$ cat src/rtl/rsq_pkg.sv
package rsq_pkg;

  typedef enum logic [3:0] {
    S_POR    = 4'd0,
    S_LATCH  = 4'd1,
    S_INIT   = 4'd2,
    S_PAUSE  = 4'd3,
    S_RELOAD = 4'd4,
    S_EXTW   = 4'd5,
    S_RUN    = 4'd6,
    S_HOLD   = 4'd7,
    S_SINIT  = 4'd8
  } rsq_state_e;

  typedef struct packed {
    logic any;
    logic hard;
  } rsq_req_t;

endpackage

$ cat src/rtl/rsq_sync.sv
module rsq_sync #(
  parameter int STAGES = 2
) (
  input  logic clk,
  input  logic arst_n,
  output logic q
);
  localparam int LAST = STAGES - 1;

  logic [STAGES-1:0] sh_q;

  always_ff @(posedge clk or negedge arst_n) begin
    if (!arst_n) begin
      sh_q <= '0;
    end else begin
      sh_q <= {sh_q[LAST-1:0], 1'b1};
    end
  end

  assign q = sh_q[LAST];

endmodule

$ cat src/rtl/rsq_pin_filter.sv
module rsq_pin_filter #(
  parameter int MIN_LOW_CYC = 24
) (
  input  logic clk,
  input  logic rst_n,
  input  logic ext_ok,
  output logic pin_hold
);
  localparam int CW = $clog2(MIN_LOW_CYC + 1);
  localparam logic [CW-1:0] CMAX = CW'(MIN_LOW_CYC);

  logic [CW-1:0] cnt_q, cnt_d;
  logic          cnt_en;

  always_comb begin
    cnt_en = 1'b0;
    cnt_d  = cnt_q;
    if (ext_ok) begin
      cnt_en = (cnt_q != '0);
      cnt_d  = '0;
    end else if (cnt_q != CMAX) begin
      cnt_en = 1'b1;
      cnt_d  = cnt_q + 1'b1;
    end
  end

  always_ff @(posedge clk or negedge rst_n) begin
    if (!rst_n) begin
      cnt_q <= '0;
    end else if (cnt_en) begin
      cnt_q <= cnt_d;
    end
  end

  assign pin_hold = !ext_ok && (cnt_q == CMAX);


  pin_min_low_chk: assert property (@(posedge clk) disable iff (!rst_n)
    pin_hold |-> $past(!ext_ok));

endmodule

$ cat src/rtl/rsq_src_decode.sv
module rsq_src_decode
  import rsq_pkg::*;
#(
  parameter int NCFG = 3
) (
  input  logic            pin_ev,
  input  logic            sw_ev,
  input  logic            wdog_ev,
  input  logic            emu_ev,
  input  logic [NCFG-1:0] cfg_soft,
  output rsq_req_t        req
);
  logic [NCFG-1:0] ev;
  logic [NCFG-1:0] hard_v;

  assign ev = {wdog_ev, sw_ev, pin_ev};

  for (genvar g = 0; g < NCFG; g++) begin : g_kind
    assign hard_v[g] = ev[g] & ~cfg_soft[g];
  end

  assign req.any  = (|ev) | emu_ev;
  assign req.hard = (|hard_v) | emu_ev;

endmodule

$ cat src/rtl/rsq_seq_fsm.sv
module rsq_seq_fsm
  import rsq_pkg::*;
#(
  parameter int PAUSE_CYC = 10,
  parameter int STRAP_W   = 8
) (
  input  logic               clk,
  input  logic               rst_n,
  input  logic               ext_ok,
  input  logic               pll_locked,
  input  logic               init_done,
  input  rsq_req_t           req,
  input  logic [STRAP_W-1:0] strap_in,
  output logic               rst_stat_n,
  output logic               strap_stb,
  output logic [STRAP_W-1:0] strap_val,
  output logic               full_rst_n,
  output logic               hard_rst_n,
  output logic               soft_rst_n,
  output logic               pll_rst,
  output logic               init_run,
  output logic               init_short,
  output logic               clk_en,
  output logic               div_load,
  output logic               pad_hiz
);
  localparam int PCW = (PAUSE_CYC > 1) ? $clog2(PAUSE_CYC) : 1;
  localparam logic [PCW-1:0] PLAST = PCW'(PAUSE_CYC - 1);

  rsq_state_e         st_q, st_d;
  logic               kind_q, kind_d;
  logic [PCW-1:0]     pcnt_q, pcnt_d;
  logic               pcnt_en;
  logic [STRAP_W-1:0] strap_q;
  logic               strap_en;
  logic               warm;

  // next-state logic
  always_comb begin
    st_d     = st_q;
    kind_d   = kind_q;
    pcnt_d   = pcnt_q;
    pcnt_en  = 1'b0;
    strap_en = 1'b0;
    unique case (st_q)
      S_POR:   st_d = S_LATCH;
      S_LATCH: begin
        strap_en = 1'b1;
        st_d     = S_INIT;
      end
      S_INIT: begin
        if (pll_locked && init_done) begin
          st_d    = S_PAUSE;
          pcnt_d  = '0;
          pcnt_en = 1'b1;
        end
      end
      S_PAUSE: begin
        if (pcnt_q == PLAST) begin
          st_d = S_RELOAD;
        end else begin
          pcnt_d  = pcnt_q + 1'b1;
          pcnt_en = 1'b1;
        end
      end
      S_RELOAD: st_d = ext_ok ? S_RUN : S_EXTW;
      S_EXTW:   if (ext_ok) st_d = S_RUN;
      S_RUN: begin
        if (req.any) begin
          st_d   = S_HOLD;
          kind_d = req.hard;
        end
      end
      S_HOLD: begin
        if (req.any) begin
          kind_d = kind_q | req.hard;
        end else if (ext_ok) begin
          st_d = S_SINIT;
        end
      end
      S_SINIT: begin
        if (req.any) begin
          st_d   = S_HOLD;
          kind_d = kind_q | req.hard;
        end else if (init_done) begin
          st_d = S_RUN;
        end
      end
      default: st_d = S_POR;
    endcase
  end

  // registers
  always_ff @(posedge clk or negedge rst_n) begin
    if (!rst_n) begin
      st_q    <= S_POR;
      kind_q  <= 1'b0;
      pcnt_q  <= '0;
      strap_q <= '0;
    end else begin
      st_q   <= st_d;
      kind_q <= kind_d;
      if (pcnt_en) begin
        pcnt_q <= pcnt_d;
      end
      if (strap_en) begin
        strap_q <= strap_in;
      end
    end
  end

  // output decode
  assign warm       = (st_q == S_HOLD) || (st_q == S_SINIT);
  assign rst_stat_n = (st_q == S_RUN);
  assign full_rst_n = (st_q == S_RUN) || warm;
  assign hard_rst_n = (st_q == S_RUN) || (warm && !kind_q);
  assign soft_rst_n = (st_q == S_RUN);
  assign pll_rst    = (st_q == S_POR) || (st_q == S_LATCH);
  assign strap_stb  = (st_q == S_LATCH);
  assign strap_val  = strap_q;
  assign init_run   = (st_q == S_INIT) || (st_q == S_SINIT);
  assign init_short = (st_q == S_SINIT);
  assign clk_en     = (st_q != S_PAUSE);
  assign div_load   = (st_q == S_RELOAD);
  assign pad_hiz    = (st_q == S_POR) || ((st_q == S_HOLD) && kind_q);


  reload_after_gap_chk: assert property (@(posedge clk) disable iff (!rst_n)
    div_load |-> ($past(!clk_en) && clk_en));


  pause_count_chk: assert property (@(posedge clk) disable iff (!rst_n)
    (st_q == S_RELOAD) |-> ($past(pcnt_q) == PLAST));


  pll_after_strap_chk: assert property (@(posedge clk) disable iff (!rst_n)
    $fell(pll_rst) |-> ($past(strap_stb) && init_run));


  soft_covers_hard_chk: assert property (@(posedge clk) disable iff (!rst_n)
    !hard_rst_n |-> !soft_rst_n);


  full_release_chk: assert property (@(posedge clk) disable iff (!rst_n)
    $rose(full_rst_n) |-> $past(ext_ok));


  warm_keeps_clock_chk: assert property (@(posedge clk) disable iff (!rst_n)
    full_rst_n |-> (clk_en && !pll_rst));

endmodule

$ cat src/rtl/rst_seq_ctrl.sv
module rst_seq_ctrl
  import rsq_pkg::*;
#(
  parameter int STRAP_W     = 8,
  parameter int MIN_LOW_CYC = 24,
  parameter int PAUSE_CYC   = 10,
  parameter int SYNC_STAGES = 2
) (
  input  logic               clk,
  input  logic               pwr_on_rst_n,
  input  logic               ext_rst_n,
  input  logic               wdog_req,
  input  logic               emu_req,
  input  logic               sw_rst_wr,
  input  logic [2:0]         cfg_soft,
  input  logic               pll_locked,
  input  logic               init_done,
  input  logic [STRAP_W-1:0] strap_in,
  output logic               rst_stat_n,
  output logic               strap_stb,
  output logic [STRAP_W-1:0] strap_val,
  output logic               full_rst_n,
  output logic               hard_rst_n,
  output logic               soft_rst_n,
  output logic               pll_rst,
  output logic               init_run,
  output logic               init_short,
  output logic               clk_en,
  output logic               div_load,
  output logic               pad_hiz
);
  logic     rst_i;
  logic     ext_ok;
  logic     pin_hold;
  rsq_req_t req;

  rsq_sync #(.STAGES(SYNC_STAGES)) i_por_sync (
    .clk    (clk),
    .arst_n (pwr_on_rst_n),
    .q      (rst_i)
  );

  rsq_sync #(.STAGES(SYNC_STAGES)) i_ext_sync (
    .clk    (clk),
    .arst_n (ext_rst_n),
    .q      (ext_ok)
  );

  rsq_pin_filter #(.MIN_LOW_CYC(MIN_LOW_CYC)) i_pin_filter (
    .clk      (clk),
    .rst_n    (rst_i),
    .ext_ok   (ext_ok),
    .pin_hold (pin_hold)
  );

  rsq_src_decode #(.NCFG(3)) i_src_decode (
    .pin_ev   (pin_hold),
    .sw_ev    (sw_rst_wr),
    .wdog_ev  (wdog_req),
    .emu_ev   (emu_req),
    .cfg_soft (cfg_soft),
    .req      (req)
  );

  rsq_seq_fsm #(.PAUSE_CYC(PAUSE_CYC), .STRAP_W(STRAP_W)) i_seq_fsm (
    .clk        (clk),
    .rst_n      (rst_i),
    .ext_ok     (ext_ok),
    .pll_locked (pll_locked),
    .init_done  (init_done),
    .req        (req),
    .strap_in   (strap_in),
    .rst_stat_n (rst_stat_n),
    .strap_stb  (strap_stb),
    .strap_val  (strap_val),
    .full_rst_n (full_rst_n),
    .hard_rst_n (hard_rst_n),
    .soft_rst_n (soft_rst_n),
    .pll_rst    (pll_rst),
    .init_run   (init_run),
    .init_short (init_short),
    .clk_en     (clk_en),
    .div_load   (div_load),
    .pad_hiz    (pad_hiz)
  );


  emu_always_hard_chk: assert property (@(posedge clk) disable iff (!rst_i)
    (rst_stat_n && emu_req) |=> !hard_rst_n);


  strap_hold_chk: assert property (@(posedge clk) disable iff (!rst_i)
    !$past(strap_stb) |-> $stable(strap_val));


  por_hold_chk: assert property (@(posedge clk) disable iff (!rst_i)
    $rose(strap_stb) |-> (pll_rst && !rst_stat_n && !full_rst_n));

endmodule

$ cat config.mk
export PLATFORM = sky130hd
export DESIGN_NAME = rst_seq_ctrl
export DESIGN_NICKNAME = d
export VERILOG_FILES = /design/src/rtl/rsq_pkg.sv /design/src/rtl/rsq_sync.sv /design/src/rtl/rsq_pin_filter.sv /design/src/rtl/rsq_src_decode.sv /design/src/rtl/rsq_seq_fsm.sv /design/src/rtl/rst_seq_ctrl.sv
export SDC_FILE = /design/constraint.sdc
export NUM_CORES = 1
export LEC_CHECK = 0
export BUFFER_PORTS_ARGS = -buffer_cell sky130_fd_sc_hd__buf_2
export CORE_MARGIN = 3
export CORE_UTILIZATION = 56
export DETAILED_ROUTE_END_ITERATION = 6
export GPL_TIMING_DRIVEN = 0
export PLACE_DENSITY_LB_ADDON = 0.3
export SYNTH_ARGS = -nofsm -noshare
export SYNTH_HDL_FRONTEND = slang
export SYNTH_SLANG_ARGS = --single-unit
$ cat constraint.sdc
create_clock -name clk -period 2.2 [get_ports clk]
set_input_delay 0.44 -clock clk [delete_from_list [all_inputs] [get_ports clk]]
set_output_delay 0.44 -clock clk [all_outputs]
set_load 0.01 [all_outputs]
---- Yosys cells after proc, flatten, opt, wreduce, memory -nomap -nowiden ----
Cells that the tools add are included.
word-level totals
  word-level logic and storage cells ...... 87
  input bits .............................. 19
  register bits ........................... 26
  output and inout bits ................... 19
operators by class
  bitwise operators ....................... 9
  reduce and logical (&&, ||, !) cells .... 24
  add/sub/neg operators ................... 2
  mux-type cells .......................... 24
  eq/ne operators ......................... 21
operator list
  cell                                                    number
  2-to-1 mux 4 bit                                        10
  case mux 4 bit (9 select lines)                         1
  equality test 4 x 3 -> 1 bit (second input constant)    4
  2-to-1 mux 5 bit                                        2
  equality test 4 x 2 -> 1 bit (second input constant)    2
  equality test 4 bit (second input constant)             2
  inequality test 2 x 1 -> 1 bit (second input constant)  4
  inequality test 2 bit (second input constant)           4
  case mux 4 bit (2 select lines)                         1
  2-to-1 mux 1 bit                                        7
  AND reduction 7 bit                                     1
  logical OR 1 bit                                        6
  nonzero test 2 bit                                      3
  OR reduction 3 bit                                      2
  adder 5 x 1 -> 5 bit (second input constant)            1
  equality test 5 bit (second input constant)             1
  inequality test 5 bit (second input constant)           1
  nonzero test 5 bit                                      1
  adder 4 x 1 -> 4 bit (second input constant)            1
  equality test 4 x 1 -> 1 bit (second input constant)    1
  logical AND 1 bit                                       4
  zero test 4 bit                                         1
  inequality test 4 x 2 -> 1 bit (second input constant)  1
  case mux 1 bit (2 select lines)                         2
  10 further kinds                                        17

---- Longest topological paths before layout ----
Gate-level depths: netlist (run 1).
  depth after elaboration ................. 8
  gate-level depth with buffers ........... 8
  gate-level depth less buffers ........... 7

---- Modules after synthesis ----
Synthesis (run 1) repeated with hierarchy kept, for this count alone.
second synthesis, totals
  cells, all modules ...................... 138
  area, all modules ....................... 1478.9 sq um
by module, submodules not included
  module          cells each  sequential area each (sq um)  area each (sq um)  times used
  rsq_seq_fsm     99          425.4                         1054.8             1
  rsq_pin_filter  28          125.1                         282.8              1
  rsq_sync        3           50.0                          53.8               2
  rsq_src_decode  5           0.0                           33.8               1

---- Worst setup path before layout (run 1) ----
OpenSTA, ideal clock, no wires.
  path kind ............................... reg2out
  start ................................... reg i_seq_fsm.st_q[1]
  end ..................................... out hard_rst_n
  buffers on the path ..................... 1
  path slack .............................. 342 ps
  stages on the path, launching flop included .. 6
  required time ........................... 1760 ps
  arrival time ............................ 1418 ps
  path through ............................ dfrtp_1 -> buf_6 -> or3b_4 -> nor2_1 -> a21oi_1 -> a21oi_1
on the way
  cells in the longest elaborated chain, start to end .. 4
  elaborated cells on any way between the ends .. 6
  classes of those cells .................. eq/ne: 3; reduce/logical: 3
RTL lines
  element                   line                text
  start: declaration        rsq_seq_fsm.sv:30   rsq_state_e st_q, st_d;
  start signal: assignment  rsq_seq_fsm.sv:101  st_q <= st_d;
  equality test 4 bit       n/a
  named net init_short      rst_seq_ctrl.sv:27  output logic init_short,
  logical OR 1 bit          rsq_seq_fsm.sv:113  assign warm = (st_q == S_HOLD) || (st_q == S_SINIT);
  logical AND 1 bit         rsq_seq_fsm.sv:116  assign hard_rst_n = (st_q == S_RUN) || (warm && !kind_q);
  logical OR 1 bit          rsq_seq_fsm.sv:116
  end: declaration          rst_seq_ctrl.sv:23  output logic hard_rst_n,
The timed path passes the listed nets, and every way through them passes these cells.

---- Worst setup path in the final report (run 1) ----
  start ................................... reg i_seq_fsm.st_q[2]
  end ..................................... out hard_rst_n
on the way
  cells in the longest elaborated chain, start to end .. 4
  elaborated cells on any way between the ends .. 6
  classes of those cells .................. eq/ne: 3; reduce/logical: 3
RTL lines
  element                                                                     line
  equality test 4 x 3 -> 1 bit / equality test 4 bit (equally long branches)  rsq_seq_fsm.sv:113
  logical OR 1 bit                                                            rsq_seq_fsm.sv:113
  logical AND 1 bit                                                           rsq_seq_fsm.sv:116
  logical OR 1 bit (*)                                                        rsq_seq_fsm.sv:116
Every way passes the cells marked *; elsewhere a longest branch is shown, timed or not.

==> results of run 1 <==
what timing repair did:
| action | CTS | global route |
|---|---|---|
| gates resized for setup | 3 | 6 |
| buffers inserted | 0 | 0 |
| pin swaps | 0 | 2 |
| hold buffers | 2 | 0 |
| endpoints found under the hold margin | 4 | 0 |
| endpoints found under the setup margin | 2 | 4 |
layout by cell type (no fill, tap or decap), types with 4 or more instances in the layout:
master                    netlist  final
sky130_fd_sc_hd__a21oi_1        8      8
sky130_fd_sc_hd__buf_2          0     38
sky130_fd_sc_hd__dfrtp_1       26     25
sky130_fd_sc_hd__ha_1           4      4
sky130_fd_sc_hd__inv_1          9      9
sky130_fd_sc_hd__mux2_2         9      9
sky130_fd_sc_hd__nand2_1        8      8
sky130_fd_sc_hd__nand3_1        4      4
sky130_fd_sc_hd__nor2_1        11     10
sky130_fd_sc_hd__nor3_1         7      7
sky130_fd_sc_hd__o21ai_0       13     13
power by group through the flow:
stage                     sequential [mW]  clock, mW  combinational (mW)
final                               0.790      0.335                1.24
after floorplan                     0.809          0               0.852
after global placement              0.784          0                1.17
after CTS                           0.789      0.337                1.23
after global routing                0.817      0.352                1.37
after detailed placement            0.800          0                1.22
kinds of logic after synthesis:
family          Yosys count  share of synthesized area, %
buf+inv                  18                          5.68
fa+ha+maj                 4                          3.44
xor+xnor                  3                          1.81
compound gates           32                          14.0
flops                    26                          44.8
mux                      11                          8.43
other cells               1                         0.258
simple gates             51                          21.6
cells in the mapped netlist, types with 3 or more instances:
cell type | count | area (um2)
sky130_fd_sc_hd__dfrtp_1 | 26 | 651
sky130_fd_sc_hd__o21ai_0 | 13 | 65.1
sky130_fd_sc_hd__nor2_1 | 11 | 41.3
sky130_fd_sc_hd__inv_1 | 9 | 33.8
sky130_fd_sc_hd__mux2_2 | 9 | 101
sky130_fd_sc_hd__a21oi_1 | 8 | 40.0
sky130_fd_sc_hd__nand2_1 | 8 | 30.0
sky130_fd_sc_hd__nor3_1 | 7 | 35.0
sky130_fd_sc_hd__clkbuf_1 | 4 | 15.0
sky130_fd_sc_hd__ha_1 | 4 | 50.1
sky130_fd_sc_hd__nand3_1 | 4 | 20.0
sky130_fd_sc_hd__nor2b_1 | 3 | 18.8
worst register-to-register path, stage by stage, from the launching register on:
cell                       delay (ns)
sky130_fd_sc_hd__dfrtp_1         0.45
sky130_fd_sc_hd__inv_1           0.07
sky130_fd_sc_hd__ha_1            0.20
sky130_fd_sc_hd__nand4b_2        0.16
sky130_fd_sc_hd__o21ai_0         0.45
sky130_fd_sc_hd__a21oi_2         0.16
sky130_fd_sc_hd__nand2b_4        0.11
sky130_fd_sc_hd__mux2_1          0.32
through the flow:
stage / setup WS, ns / utilization (%) / power (mW) / std cells / cell area (um2)
after floorplan: 0.342 / - / 1.66 / 147 / 1460
after global placement: 0.303 / 71.7 / 1.95 / 212 / 1680
after detailed placement: 0.263 / 71.7 / 2.02 / 212 / 1680
after CTS: 0.0148 / 75.0 / 2.36 / 218 / 1760
after global routing: -0.00800 / 75.4 / 2.53 / 218 / 1760
final: 0.0507 / 75.4 / 2.36 / 218 / 1760
flip-flops by register name, indices dropped and copies added, names as in the netlist:
name / cells
i_seq_fsm.st_q: 4
i_seq_fsm.pcnt_q: 4
i_pin_filter.cnt_q: 5
i_ext_sync.sh_q: 2
i_por_sync.sh_q: 2
i_seq_fsm.strap_val: 8
i_seq_fsm.kind_q: 1
cell type report:
type	count	area, um2	share of cell area [%]
multi-input combinational	103	732	41.5
sequential	26	652	37.0
timing repair buffer	39	205	11.6
buffer	8	50.0	2.84
inverter	10	37.5	2.13
tap	28	35.0	1.99
clock inverter	1	30.0	1.70
clock buffer	3	22.5	1.28
per-layer routing:
layer,GRT usage [%],wire length [um],up-vias
li1,-,-,602
met1,21.6,1330,596
met2,34.9,1590,35
met3,4.30,139,0
met4,3.64,0,0
met5,0,0,-
how the worst min path moves through the flow:
stage                       startpoint                      to  depth (start not counted)
after floorplan              ext_rst_n      i_ext_sync.sh_q[0]                          0
after global placement    pwr_on_rst_n      i_por_sync.sh_q[0]                          1
after detailed placement  pwr_on_rst_n      i_por_sync.sh_q[1]                          1
after CTS                  strap_in[6]  i_seq_fsm.strap_val[6]                          2
after global routing       strap_in[4]  i_seq_fsm.strap_val[4]                          2
final                      strap_in[6]  i_seq_fsm.strap_val[6]                          2
==> run_summary.xml, run 1 <==
<?xml version="1.0" encoding="UTF-8"?>
<metrics>
  <group name="routing">
    <metric name="post-route-drc-count" unit="">0</metric>
    <metric name="drt-initial-drc-count" unit="">34</metric>
    <metric name="drt-vias-per-instance" unit="">5.66</metric>
    <metric name="remaining_antenna_violation_count_after_routing" unit="">0</metric>
    <metric name="detail_route.wl_per_cell" unit="um">14.0</metric>
    <metric name="detail_route.first_pass.iterations" unit="">4</metric>
    <metric name="route.vias.total" unit="">1233</metric>
    <metric name="detail_route.wirelength" unit="um">3060</metric>
  </group>
  <group name="final_layout">
    <metric name="flow.area_growth_from_synthesis" unit="%">21.3</metric>
    <metric name="n_antenna_cell" unit="">0</metric>
    <metric name="nets" unit="">214</metric>
    <metric name="num-fill-cells" unit="">168</metric>
    <metric name="layout-drive-gt1-share" unit="%">36.8</metric>
  </group>
  <group name="floorplan">
    <metric name="chip_width" unit="um">57.0</metric>
    <metric name="placement_rows" unit="">17</metric>
    <metric name="area_of_the_core" unit="um2">2340</metric>
    <metric name="floorplan.die.height" unit="um">57.0</metric>
    <metric name="floorplan.initialDensity" unit="%">62.1</metric>
    <metric name="design.portCount" unit="">38</metric>
    <metric name="fp.dieArea" unit="um2">3240</metric>
  </group>
  <group name="clock_tree">
    <metric name="cts_max_path_buffers" unit="">2</metric>
    <metric name="cts_htree_levels" unit="">1</metric>
    <metric name="cts.root.buffer_cell" unit="">sky130_fd_sc_hd__clkbuf_4</metric>
    <metric name="cts.sink_count" unit="">26</metric>
    <metric name="cts.reportedPaths.clkPinSlew" unit="ns">0.16</metric>
    <metric name="cts_made_buffers" unit="">3</metric>
    <metric name="tritoncts" unit="">done</metric>
    <metric name="worst_skew_pair.late_latency" unit="ns">0.32</metric>
  </group>
  <group name="critical_path">
    <metric name="r2r.worst_path.cells" unit="">7</metric>
    <metric name="r2r_end" unit="">i_seq_fsm.st_q[3]</metric>
    <metric name="setup.worst_path.class" unit="">reg -&gt; out</metric>
    <metric name="cp_cell_sequence" unit="">or3b_4, nor2_4, a21oi_1, a21oi_1, buf_2</metric>
    <metric name="r2r-start" unit="">i_pin_filter.cnt_q[0]</metric>
    <metric name="timing.critical_path.to" unit="">hard_rst_n</metric>
    <metric name="timing.critical_path.to_type" unit="">primary output</metric>
    <metric name="path_delay_family" unit="">simple AND/OR/NAND/NOR gates</metric>
    <metric name="worstPathBufferInverterCount" unit="">1</metric>
    <metric name="timing.critical_path.arrival" unit="ns">1.71</metric>
    <metric name="timing.critical_path.slowest_cell_delay" unit="ns">0.50</metric>
    <metric name="crit_cells" unit="">5</metric>
    <metric name="cp_max_fo" unit="">7</metric>
    <metric name="cp.required" unit="ns">1.76</metric>
    <metric name="startpoint_type" unit="">register</metric>
    <metric name="setup.reg_to_reg.worst_slack" unit="ns">0.20</metric>
    <metric name="timing.critical_path.from" unit="">i_seq_fsm.st_q[2]</metric>
    <metric name="critical_path_most_common_cell" unit="">sky130_fd_sc_hd__a21oi_1</metric>
    <metric name="worst_path_max_delay_cell" unit="">sky130_fd_sc_hd__dfrtp_2</metric>
  </group>
  <group name="synth">
    <metric name="seq_area_frac_synth" unit="%">44.8</metric>
    <metric name="synth-edff-count" unit="">0</metric>
    <metric name="synthesis.yosys.warnings" unit="">0</metric>
    <metric name="post_synthesis_area_per_instance" unit="um2">9.96</metric>
    <metric name="ys.flop_type" unit="">sky130_fd_sc_hd__dfrtp_1</metric>
    <metric name="postSynthRegisterBits" unit="">26</metric>
    <metric name="mappedNetlistArea" unit="um2">1450</metric>
    <metric name="synth_cell_type_count" unit="">46</metric>
    <metric name="synth_async_sr_flop_share" unit="%">100</metric>
    <metric name="synthesis.instances" unit="">146</metric>
  </group>
  <group name="global_routing">
    <metric name="gr-total-overflow" unit="">0</metric>
    <metric name="gr-usage-all-layers" unit="%">18.6</metric>
    <metric name="antenna_violations_before_repair" unit="">0</metric>
    <metric name="grt_first_pass_wirelength" unit="um">4930</metric>
    <metric name="grt_start_max_net_pins" unit="">23</metric>
    <metric name="grt_pass1_vias" unit="">1192</metric>
  </group>
  <group name="power_and_ir_drop">
    <metric name="power.density_cell_area" unit="nW/um2">1340</metric>
    <metric name="power.share.combinational" unit="%">52.4</metric>
    <metric name="ir_worst_vdd" unit="uV">921</metric>
    <metric name="switching_fraction_of_total_power" unit="%">40.4</metric>
    <metric name="sequentialPowerShare" unit="%">33.4</metric>
    <metric name="pwr-share-clk" unit="%">14.2</metric>
    <metric name="total_leakage_power" unit="nW">0.847</metric>
    <metric name="internal_power" unit="mW">1.41</metric>
    <metric name="total_switching_power" unit="mW">0.955</metric>
  </group>
  <group name="timing">
    <metric name="timing.max_slew.rel_slack" unit="%">38.9</metric>
    <metric name="timing_worst_slew_pin_value" unit="ns">0.917</metric>
    <metric name="minimum_hold_slack" unit="ns">0.341</metric>
    <metric name="final_max_slew_viol_count" unit="">0</metric>
    <metric name="min_period" unit="ns">2.15</metric>
    <metric name="finClkSkew" unit="ns">0.00779</metric>
    <metric name="timing.setup.tns" unit="ns">0</metric>
    <metric name="timing.fmax" unit="MHz">465</metric>
    <metric name="finalHoldViolCount" unit="">0</metric>
    <metric name="min_period_over_period" unit="%">97.7</metric>
    <metric name="rsz0062_at_grt" unit="">true</metric>
    <metric name="setup_failing_eps_final" unit="">0</metric>
  </group>
  <group name="placed_design">
    <metric name="gpl.final_weighted_congestion" unit="">0.836</metric>
    <metric name="place_hpwl" unit="um">2260</metric>
    <metric name="port_buffers" unit="">37</metric>
  </group>
  <group name="job">
    <metric name="max-cap-violations" unit="">0</metric>
  </group>
  <group name="hold_path">
    <metric name="timing.hold.worst.class" unit="">in -&gt; reg</metric>
  </group>
  <group name="run_status">
    <metric name="status" unit="">completed</metric>
  </group>
</metrics>
Power figures use the tool's default switching activity.
==> run 2, diff against run 1 <==
--- a/config.mk
+++ b/config.mk
@@ -6,10 +6,12 @@
 export NUM_CORES = 1
 export LEC_CHECK = 0
 export BUFFER_PORTS_ARGS = -buffer_cell sky130_fd_sc_hd__buf_2
+export CORE_ASPECT_RATIO = 0.8
 export CORE_MARGIN = 3
-export CORE_UTILIZATION = 56
+export CORE_UTILIZATION = 52
 export DETAILED_ROUTE_END_ITERATION = 6
 export GPL_TIMING_DRIVEN = 0
+export HOLD_SLACK_MARGIN = 0.02
 export PLACE_DENSITY_LB_ADDON = 0.3
 export SYNTH_ARGS = -nofsm -noshare
 export SYNTH_HDL_FRONTEND = slang
==> run_summary.xml, run 2 (synthesis results as in run 1) <==
<?xml version="1.0" encoding="UTF-8"?>
<metrics>
  <group name="timing">
    <metric name="finClkSkew" unit="ns">0.0149</metric>
    <metric name="timing.max_slew.rel_slack" unit="%">40.3</metric>
    <metric name="min_period_over_period" unit="%">98.0</metric>
    <metric name="rsz0062_at_grt" unit="">true</metric>
    <metric name="finalHoldViolCount" unit="">0</metric>
    <metric name="min_period" unit="ns">2.16</metric>
    <metric name="timing_worst_slew_pin_value" unit="ns">0.896</metric>
    <metric name="setup_failing_eps_final" unit="">0</metric>
    <metric name="fin_ws" unit="ns">0.0439</metric>
    <metric name="timing.setup.tns" unit="ns">0</metric>
    <metric name="final_max_slew_viol_count" unit="">0</metric>
    <metric name="timing.fmax" unit="MHz">464</metric>
  </group>
  <group name="final_layout">
    <metric name="final_design_area_no_fill" unit="um2">1860</metric>
    <metric name="final_common_cell" unit="">sky130_fd_sc_hd__buf_2</metric>
    <metric name="layout-drive-gt1-share" unit="%">40.0</metric>
    <metric name="flow.area_growth_from_synthesis" unit="%">27.8</metric>
    <metric name="n_antenna_cell" unit="">0</metric>
    <metric name="largest_register_ff_count" unit="">8</metric>
    <metric name="final-instance-count-excl-fill" unit="">236</metric>
    <metric name="layout_common_cells" unit="">sky130_fd_sc_hd__buf_2, sky130_fd_sc_hd__dfrtp_1, sky130_fd_sc_hd__o21ai_0</metric>
    <metric name="nets" unit="">224</metric>
  </group>
  <group name="global_routing">
    <metric name="grt_pass1_vias" unit="">1192</metric>
    <metric name="grt_start_max_net_pins" unit="">23</metric>
    <metric name="gr-usage-all-layers" unit="%">19.7</metric>
    <metric name="grt_first_pass_wirelength" unit="um">5310</metric>
    <metric name="gr-total-overflow" unit="">0</metric>
    <metric name="antenna_violations_before_repair" unit="">0</metric>
  </group>
  <group name="critical_path">
    <metric name="setup.reg_to_reg.worst_slack" unit="ns">0.18</metric>
    <metric name="path_delay_family" unit="">simple AND/OR/NAND/NOR gates</metric>
    <metric name="setup.worst_path.class" unit="">reg -&gt; out</metric>
    <metric name="timing.critical_path.slowest_cell_delay" unit="ns">0.41</metric>
    <metric name="cp_max_fo" unit="">7</metric>
    <metric name="startpoint_type" unit="">register</metric>
    <metric name="worstPathBufferInverterCount" unit="">2</metric>
    <metric name="cp.required" unit="ns">1.76</metric>
    <metric name="timing.critical_path.arrival" unit="ns">1.72</metric>
    <metric name="worst_path_max_delay_cell" unit="">sky130_fd_sc_hd__or3b_4</metric>
    <metric name="timing.critical_path.to_type" unit="">primary output</metric>
    <metric name="r2r-start" unit="">i_seq_fsm.st_q[1]</metric>
    <metric name="timing.critical_path.from" unit="">i_seq_fsm.st_q[1]</metric>
    <metric name="cp_cell_sequence" unit="">buf_6, or3b_4, nor2_4, a21oi_2, a21oi_1, buf_2</metric>
  </group>
  <group name="floorplan">
    <metric name="fp.dieArea" unit="um2">3470</metric>
    <metric name="placement_rows" unit="">16</metric>
    <metric name="area_of_the_core" unit="um2">2560</metric>
    <metric name="design.portCount" unit="">38</metric>
    <metric name="floorplan.initialDensity" unit="%">56.7</metric>
    <metric name="floorplan.die.height" unit="um">53.3</metric>
    <metric name="chip_width" unit="um">65.1</metric>
  </group>
  <group name="clock_tree">
    <metric name="cts_htree_levels" unit="">1</metric>
    <metric name="worst_skew_pair.late_latency" unit="ns">0.33</metric>
    <metric name="tritoncts" unit="">done</metric>
    <metric name="cts_max_path_buffers" unit="">2</metric>
    <metric name="cts.sink_count" unit="">26</metric>
    <metric name="cts_made_buffers" unit="">3</metric>
    <metric name="cts.reportedPaths.clkPinSlew" unit="ns">0.15</metric>
    <metric name="cts.root.buffer_cell" unit="">sky130_fd_sc_hd__clkbuf_4</metric>
  </group>
  <group name="routing">
    <metric name="drt-vias-per-instance" unit="">5.55</metric>
    <metric name="remaining_antenna_violation_count_after_routing" unit="">0</metric>
    <metric name="detail_route.wl_per_cell" unit="um">14.1</metric>
    <metric name="route.vias.total" unit="">1310</metric>
    <metric name="drt-initial-drc-count" unit="">96</metric>
    <metric name="detail_route.first_pass.iterations" unit="">5</metric>
    <metric name="post-route-drc-count" unit="">0</metric>
    <metric name="detail_route.wirelength" unit="um">3330</metric>
  </group>
  <group name="placed_design">
    <metric name="gpl.final_weighted_congestion" unit="">0.902</metric>
    <metric name="port_buffers" unit="">37</metric>
    <metric name="postPlaceCellArea" unit="um2">1690</metric>
    <metric name="place_hpwl" unit="um">2340</metric>
    <metric name="dp.cells" unit="">220</metric>
    <metric name="detailedPlace.worstSlack" unit="ns">0.258</metric>
  </group>
  <group name="job">
    <metric name="max-cap-violations" unit="">0</metric>
  </group>
  <group name="power_and_ir_drop">
    <metric name="ir_worst_vdd" unit="uV">813</metric>
    <metric name="power.density_cell_area" unit="nW/um2">1350</metric>
    <metric name="design_power_total" unit="mW">2.51</metric>
    <metric name="total_leakage_power" unit="nW">0.896</metric>
  </group>
  <group name="hold_path">
    <metric name="hold_path_startpoint" unit="">strap_in[0]</metric>
    <metric name="timing.hold.worst.class" unit="">in -&gt; reg</metric>
  </group>
  <group name="run_status">
    <metric name="status" unit="">completed</metric>
  </group>
</metrics>
run 2: worst register-to-register path, cell delays in order, from the launching register on:
cell                       delay, ns
sky130_fd_sc_hd__dfrtp_1        0.40
sky130_fd_sc_hd__buf_6          0.13
sky130_fd_sc_hd__or3b_4         0.41
sky130_fd_sc_hd__buf_4          0.16
sky130_fd_sc_hd__o31ai_2        0.17
sky130_fd_sc_hd__a22o_2         0.20
sky130_fd_sc_hd__nand2b_4       0.14
sky130_fd_sc_hd__mux2_1         0.32
run 2: routing by layer:
layer  track usage [%]  routed length [um]  up-vias
li1                  -                   -      620
met1              25.0                1420      633
met2              34.8                1660       47
met3              5.31                 208       10
met4              2.76                  46        0
met5                 0                   0        -
run 2: timing repair:
item                                    in CTS  in global routing
setup buffers                                0                 10
pin swaps                                    1                  3
hold buffers                                 2                  0
gates cloned                                 0                  0
resized for setup                            4                  8
endpoints found under the hold margin        4                  0
endpoints found under the setup margin       4                  5
run 2: final timing paths:
check / end / cells after the start
max: hard_rst_n / 6
min: i_seq_fsm.strap_val[0] / 2
max reg2reg: i_seq_fsm.st_q[3] / 7
min reg2reg: i_seq_fsm.st_q[0] / 0
max in group asynchronous: i_seq_fsm.st_q[2] / 0
min in group asynchronous: i_seq_fsm.st_q[0] / 0
run 2: cell type report:
type	instances	area [um2]
buffer	8	55.1
fill	207	704
clock buffer	3	22.5
tap	36	45.0
clock inverter	1	30.0
timing repair buffer	49	280
multi-input combinational	103	736
inverter	10	37.5
sequential	26	652
run 2: where the power goes:
| group | leakage (nW) | switching [mW] | total [mW] | internal (mW) |
|---|---|---|---|---|
| clock | 0.0279 | 0.148 | 0.332 | 0.184 |
| combinational | 0.550 | 0.728 | 1.40 | 0.670 |
| sequential | 0.318 | 0.132 | 0.783 | 0.651 |
| total | 0.896 | 1.01 | 2.51 | 1.51 |
run 2: stage by stage:
step / utilization [%] / hold WS (ns)
finish: 72.5 / 0.326
floorplan: - / 0.144
global placement: 65.9 / 0.226
detailed placement: 65.9 / 0.228
CTS: 68.9 / 0.327
global route: 72.5 / 0.314
==> run 3, diff against run 2 <==
--- a/config.mk
+++ b/config.mk
@@ -5,6 +5,7 @@
 export SDC_FILE = /design/constraint.sdc
 export NUM_CORES = 1
 export LEC_CHECK = 0
+export ABC_AREA = 1
 export BUFFER_PORTS_ARGS = -buffer_cell sky130_fd_sc_hd__buf_2
 export CORE_ASPECT_RATIO = 0.8
 export CORE_MARGIN = 3
==> run_summary.xml, run 3 <==
<?xml version="1.0" encoding="UTF-8"?>
<metrics>
  <group name="clock_tree">
    <metric name="cts.sink_count" unit="">26</metric>
    <metric name="tritoncts" unit="">done</metric>
    <metric name="worst_skew_pair.late_latency" unit="ns">0.31</metric>
    <metric name="cts.repair_timing.setup_buffer_count" unit="">0</metric>
    <metric name="cts.reportedPaths.clkPinSlew" unit="ns">0.14</metric>
    <metric name="cts.root.buffer_cell" unit="">sky130_fd_sc_hd__clkbuf_4</metric>
    <metric name="cts_max_path_buffers" unit="">2</metric>
    <metric name="cts_made_buffers" unit="">3</metric>
    <metric name="cts_htree_levels" unit="">1</metric>
  </group>
  <group name="power_and_ir_drop">
    <metric name="switching_fraction_of_total_power" unit="%">42.7</metric>
    <metric name="total_switching_power" unit="mW">0.909</metric>
    <metric name="power.density_cell_area" unit="nW/um2">1260</metric>
    <metric name="ir_worst_vdd" unit="uV">731</metric>
    <metric name="power.share.combinational" unit="%">48.2</metric>
    <metric name="total_leakage_power" unit="nW">0.973</metric>
    <metric name="sequentialPowerShare" unit="%">36.9</metric>
    <metric name="pwr-share-clk" unit="%">14.9</metric>
    <metric name="internal_power" unit="mW">1.22</metric>
    <metric name="design_power_total" unit="mW">2.13</metric>
  </group>
  <group name="synth">
    <metric name="synthesis.yosys.warnings" unit="">0</metric>
    <metric name="postSynthRegisterBits" unit="">26</metric>
    <metric name="yosys.cell_count.top_type" unit="">sky130_fd_sc_hd__nand2_1</metric>
    <metric name="synth_largest_type_area_fraction" unit="%">47.1</metric>
    <metric name="mappedNetlistArea" unit="um2">1380</metric>
    <metric name="synth_cell_type_count" unit="">25</metric>
    <metric name="synth.area.top_cells" unit="">sky130_fd_sc_hd__dfrtp_1, sky130_fd_sc_hd__nand2_1, sky130_fd_sc_hd__inv_1, sky130_fd_sc_hd__nand3_1, sky130_fd_sc_hd__ha_1</metric>
    <metric name="post_synthesis_area_per_instance" unit="um2">7.46</metric>
    <metric name="synth_common_cells" unit="">sky130_fd_sc_hd__nand2_1, sky130_fd_sc_hd__dfrtp_1, sky130_fd_sc_hd__inv_1</metric>
    <metric name="synth-edff-count" unit="">0</metric>
    <metric name="yosys.area.top_type" unit="">sky130_fd_sc_hd__dfrtp_1</metric>
    <metric name="synth_async_sr_flop_share" unit="%">100</metric>
    <metric name="ys.flop_type" unit="">sky130_fd_sc_hd__dfrtp_1</metric>
    <metric name="synthesis.instances" unit="">185</metric>
    <metric name="seq_area_frac_synth" unit="%">47.1</metric>
  </group>
  <group name="routing">
    <metric name="detail_route.wl_per_cell" unit="um">10.4</metric>
    <metric name="drt-initial-drc-count" unit="">95</metric>
    <metric name="post-route-drc-count" unit="">0</metric>
    <metric name="detail_route.first_pass.iterations" unit="">4</metric>
    <metric name="drt-vias-per-instance" unit="">4.68</metric>
    <metric name="remaining_antenna_violation_count_after_routing" unit="">0</metric>
    <metric name="detail_route.wirelength" unit="um">2750</metric>
    <metric name="route.vias.total" unit="">1239</metric>
  </group>
  <group name="timing">
    <metric name="rsz0062_at_grt" unit="">true</metric>
    <metric name="timing.fmax" unit="MHz">483</metric>
    <metric name="final_max_slew_viol_count" unit="">0</metric>
    <metric name="min_period_over_period" unit="%">94.2</metric>
    <metric name="min_period" unit="ns">2.07</metric>
    <metric name="finalHoldViolCount" unit="">0</metric>
    <metric name="timing_worst_slew_pin_value" unit="ns">0.835</metric>
    <metric name="setup_failing_eps_final" unit="">0</metric>
    <metric name="timing.max_slew.rel_slack" unit="%">44.3</metric>
    <metric name="finClkSkew" unit="ns">0.00977</metric>
    <metric name="fin_ws" unit="ns">0.129</metric>
  </group>
  <group name="global_routing">
    <metric name="grt_first_pass_wirelength" unit="um">4550</metric>
    <metric name="gr-usage-all-layers" unit="%">17.4</metric>
    <metric name="grt_start_max_net_pins" unit="">23</metric>
    <metric name="antenna_violations_before_repair" unit="">0</metric>
    <metric name="gr-total-overflow" unit="">0</metric>
    <metric name="grt_pass1_vias" unit="">1109</metric>
  </group>
  <group name="critical_path">
    <metric name="cp_max_fo" unit="">7</metric>
    <metric name="timing.critical_path.to_type" unit="">primary output</metric>
    <metric name="startpoint_type" unit="">register</metric>
    <metric name="setup.worst_path.class" unit="">reg -&gt; out</metric>
    <metric name="cp.required" unit="ns">1.76</metric>
    <metric name="timing.critical_path.arrival" unit="ns">1.63</metric>
  </group>
  <group name="floorplan">
    <metric name="fp.dieArea" unit="um2">3310</metric>
    <metric name="design.portCount" unit="">38</metric>
    <metric name="placement_rows" unit="">16</metric>
    <metric name="floorplan.die.height" unit="um">52.1</metric>
    <metric name="area_of_the_core" unit="um2">2480</metric>
    <metric name="floorplan.initialDensity" unit="%">55.6</metric>
    <metric name="chip_width" unit="um">63.6</metric>
  </group>
  <group name="final_layout">
    <metric name="nets" unit="">253</metric>
    <metric name="flow.area_growth_from_synthesis" unit="%">22.8</metric>
    <metric name="layout_common_cells" unit="">sky130_fd_sc_hd__nand2_1, sky130_fd_sc_hd__buf_2, sky130_fd_sc_hd__dfrtp_1</metric>
    <metric name="n_antenna_cell" unit="">0</metric>
    <metric name="layout-drive-gt1-share" unit="%">24.5</metric>
    <metric name="largest_register_ff_count" unit="">8</metric>
    <metric name="total_area_of_multi_input_combinational_cells" unit="um2">632</metric>
    <metric name="num-fill-cells" unit="">224</metric>
    <metric name="final_common_cell" unit="">sky130_fd_sc_hd__nand2_1</metric>
    <metric name="register_area" unit="um2">651</metric>
    <metric name="final_design_area_no_fill" unit="um2">1690</metric>
  </group>
  <group name="placed_design">
    <metric name="detailedPlace.worstSlack" unit="ns">0.496</metric>
    <metric name="postPlaceCellArea" unit="um2">1610</metric>
    <metric name="gpl.final_weighted_congestion" unit="">0.911</metric>
    <metric name="place_hpwl" unit="um">2180</metric>
    <metric name="port_buffers" unit="">37</metric>
  </group>
  <group name="job">
    <metric name="max-cap-violations" unit="">0</metric>
  </group>
  <group name="run_status">
    <metric name="status" unit="">completed</metric>
  </group>
  <group name="hold_path">
    <metric name="timing.hold.worst.class" unit="">in -&gt; reg</metric>
  </group>
</metrics>
run 3: cell count changes in the layout (fill, tap and decap cells not counted), sizes merged, moves of 4 or more:
| cell | previous run | this run |
|---|---|---|
| nor2 | 11 | 19 |
| nand3 | 4 | 12 |
| nor3 | 8 | 2 |
| mux2 | 10 | 0 |
| o21ai | 13 | 7 |
| nand4 | 1 | 5 |
| buf | 52 | 39 |
| nand2 | 8 | 70 |
| inv | 10 | 24 |
run 3: repair_timing:
action                     CTS  global route
hold buffers                 2             0
hold endpoints to repair     4             0
resized for setup            0             2
setup endpoints to repair    0             2
run 3: cells by family (layout without fill, tap and decap cells):
logic type	Yosys count	count (layout)	share of synthesized area, %
other cells	1	2	0.272
simple gates	111	111	35.0
fa+ha+maj	4	4	3.63
buf+inv	27	70	7.71
compound gates	15	15	5.62
xor+xnor	1	1	0.635
flops	26	26	47.1
run 3: power groups by stage:
stage	combinational, mW	clock [mW]	sequential (mW)
finish	1.03	0.316	0.786
global placement	0.997	0	0.788
detailed placement	1.01	0	0.790
CTS	1.02	0.328	0.783
global route	1.17	0.349	0.814
floorplan	0.678	0	0.806
run 3: path summary, 6_finish.rpt:
path	from	endpoint	slack (ns)	cells after the start
setup reg to reg	i_pin_filter.cnt_q[0]	i_seq_fsm.st_q[1]	0.55	11
max in group asynchronous	i_por_sync.sh_q[1]	i_seq_fsm.strap_val[6]	1.34	0
min in group asynchronous	i_por_sync.sh_q[1]	i_seq_fsm.st_q[2]	0.35	0
setup / recovery	i_seq_fsm.st_q[0]	hard_rst_n	0.13	6
hold / removal	strap_in[7]	i_seq_fsm.strap_val[7]	0.31	3
hold reg to reg	i_por_sync.sh_q[1]	i_seq_fsm.st_q[2]	0.35	0
run 3: cell type report:
cell class	count	area share, %
plain buffers	2	0.739
clock buffers	3	1.33
clock inverters	1	1.77
inverters	25	5.69
multi-input cells	133	37.3
flip-flops and latches	26	38.4
well taps	36	2.66
repair buffers	39	12.1
run 3: critical path: stages (launching register included):
cell and delay [ns]:
sky130_fd_sc_hd__dfrtp_1 0.34, sky130_fd_sc_hd__buf_2 0.20, sky130_fd_sc_hd__nand2_1 0.14, sky130_fd_sc_hd__nor3_2 0.24, sky130_fd_sc_hd__nor2_1 0.11, sky130_fd_sc_hd__o21ai_0 0.14, sky130_fd_sc_hd__buf_2 0.14
run 3: through the flow:
step | hold slack (ns) | instances | util (%) | TNS [ns]
floorplan | 0.144 | 186 | - | 0
global placement | 0.227 | 259 | 65.0 | 0
detailed placement | 0.226 | 259 | 65.0 | 0
CTS | 0.301 | 265 | 67.9 | 0
global route | 0.289 | 265 | 68.2 | -0.0136
finish | 0.312 | 265 | 68.2 | 0
run 3: routing by layer:
layer,GRT usage (%),vias to the layer above,share of wire [%],routed length (um)
met4,3.23,0,0,0
li1,-,671,-,-
met5,0,-,0,0
met1,24.4,536,50,1390
met3,4.10,0,5.2,144
met2,27.7,32,44,1220
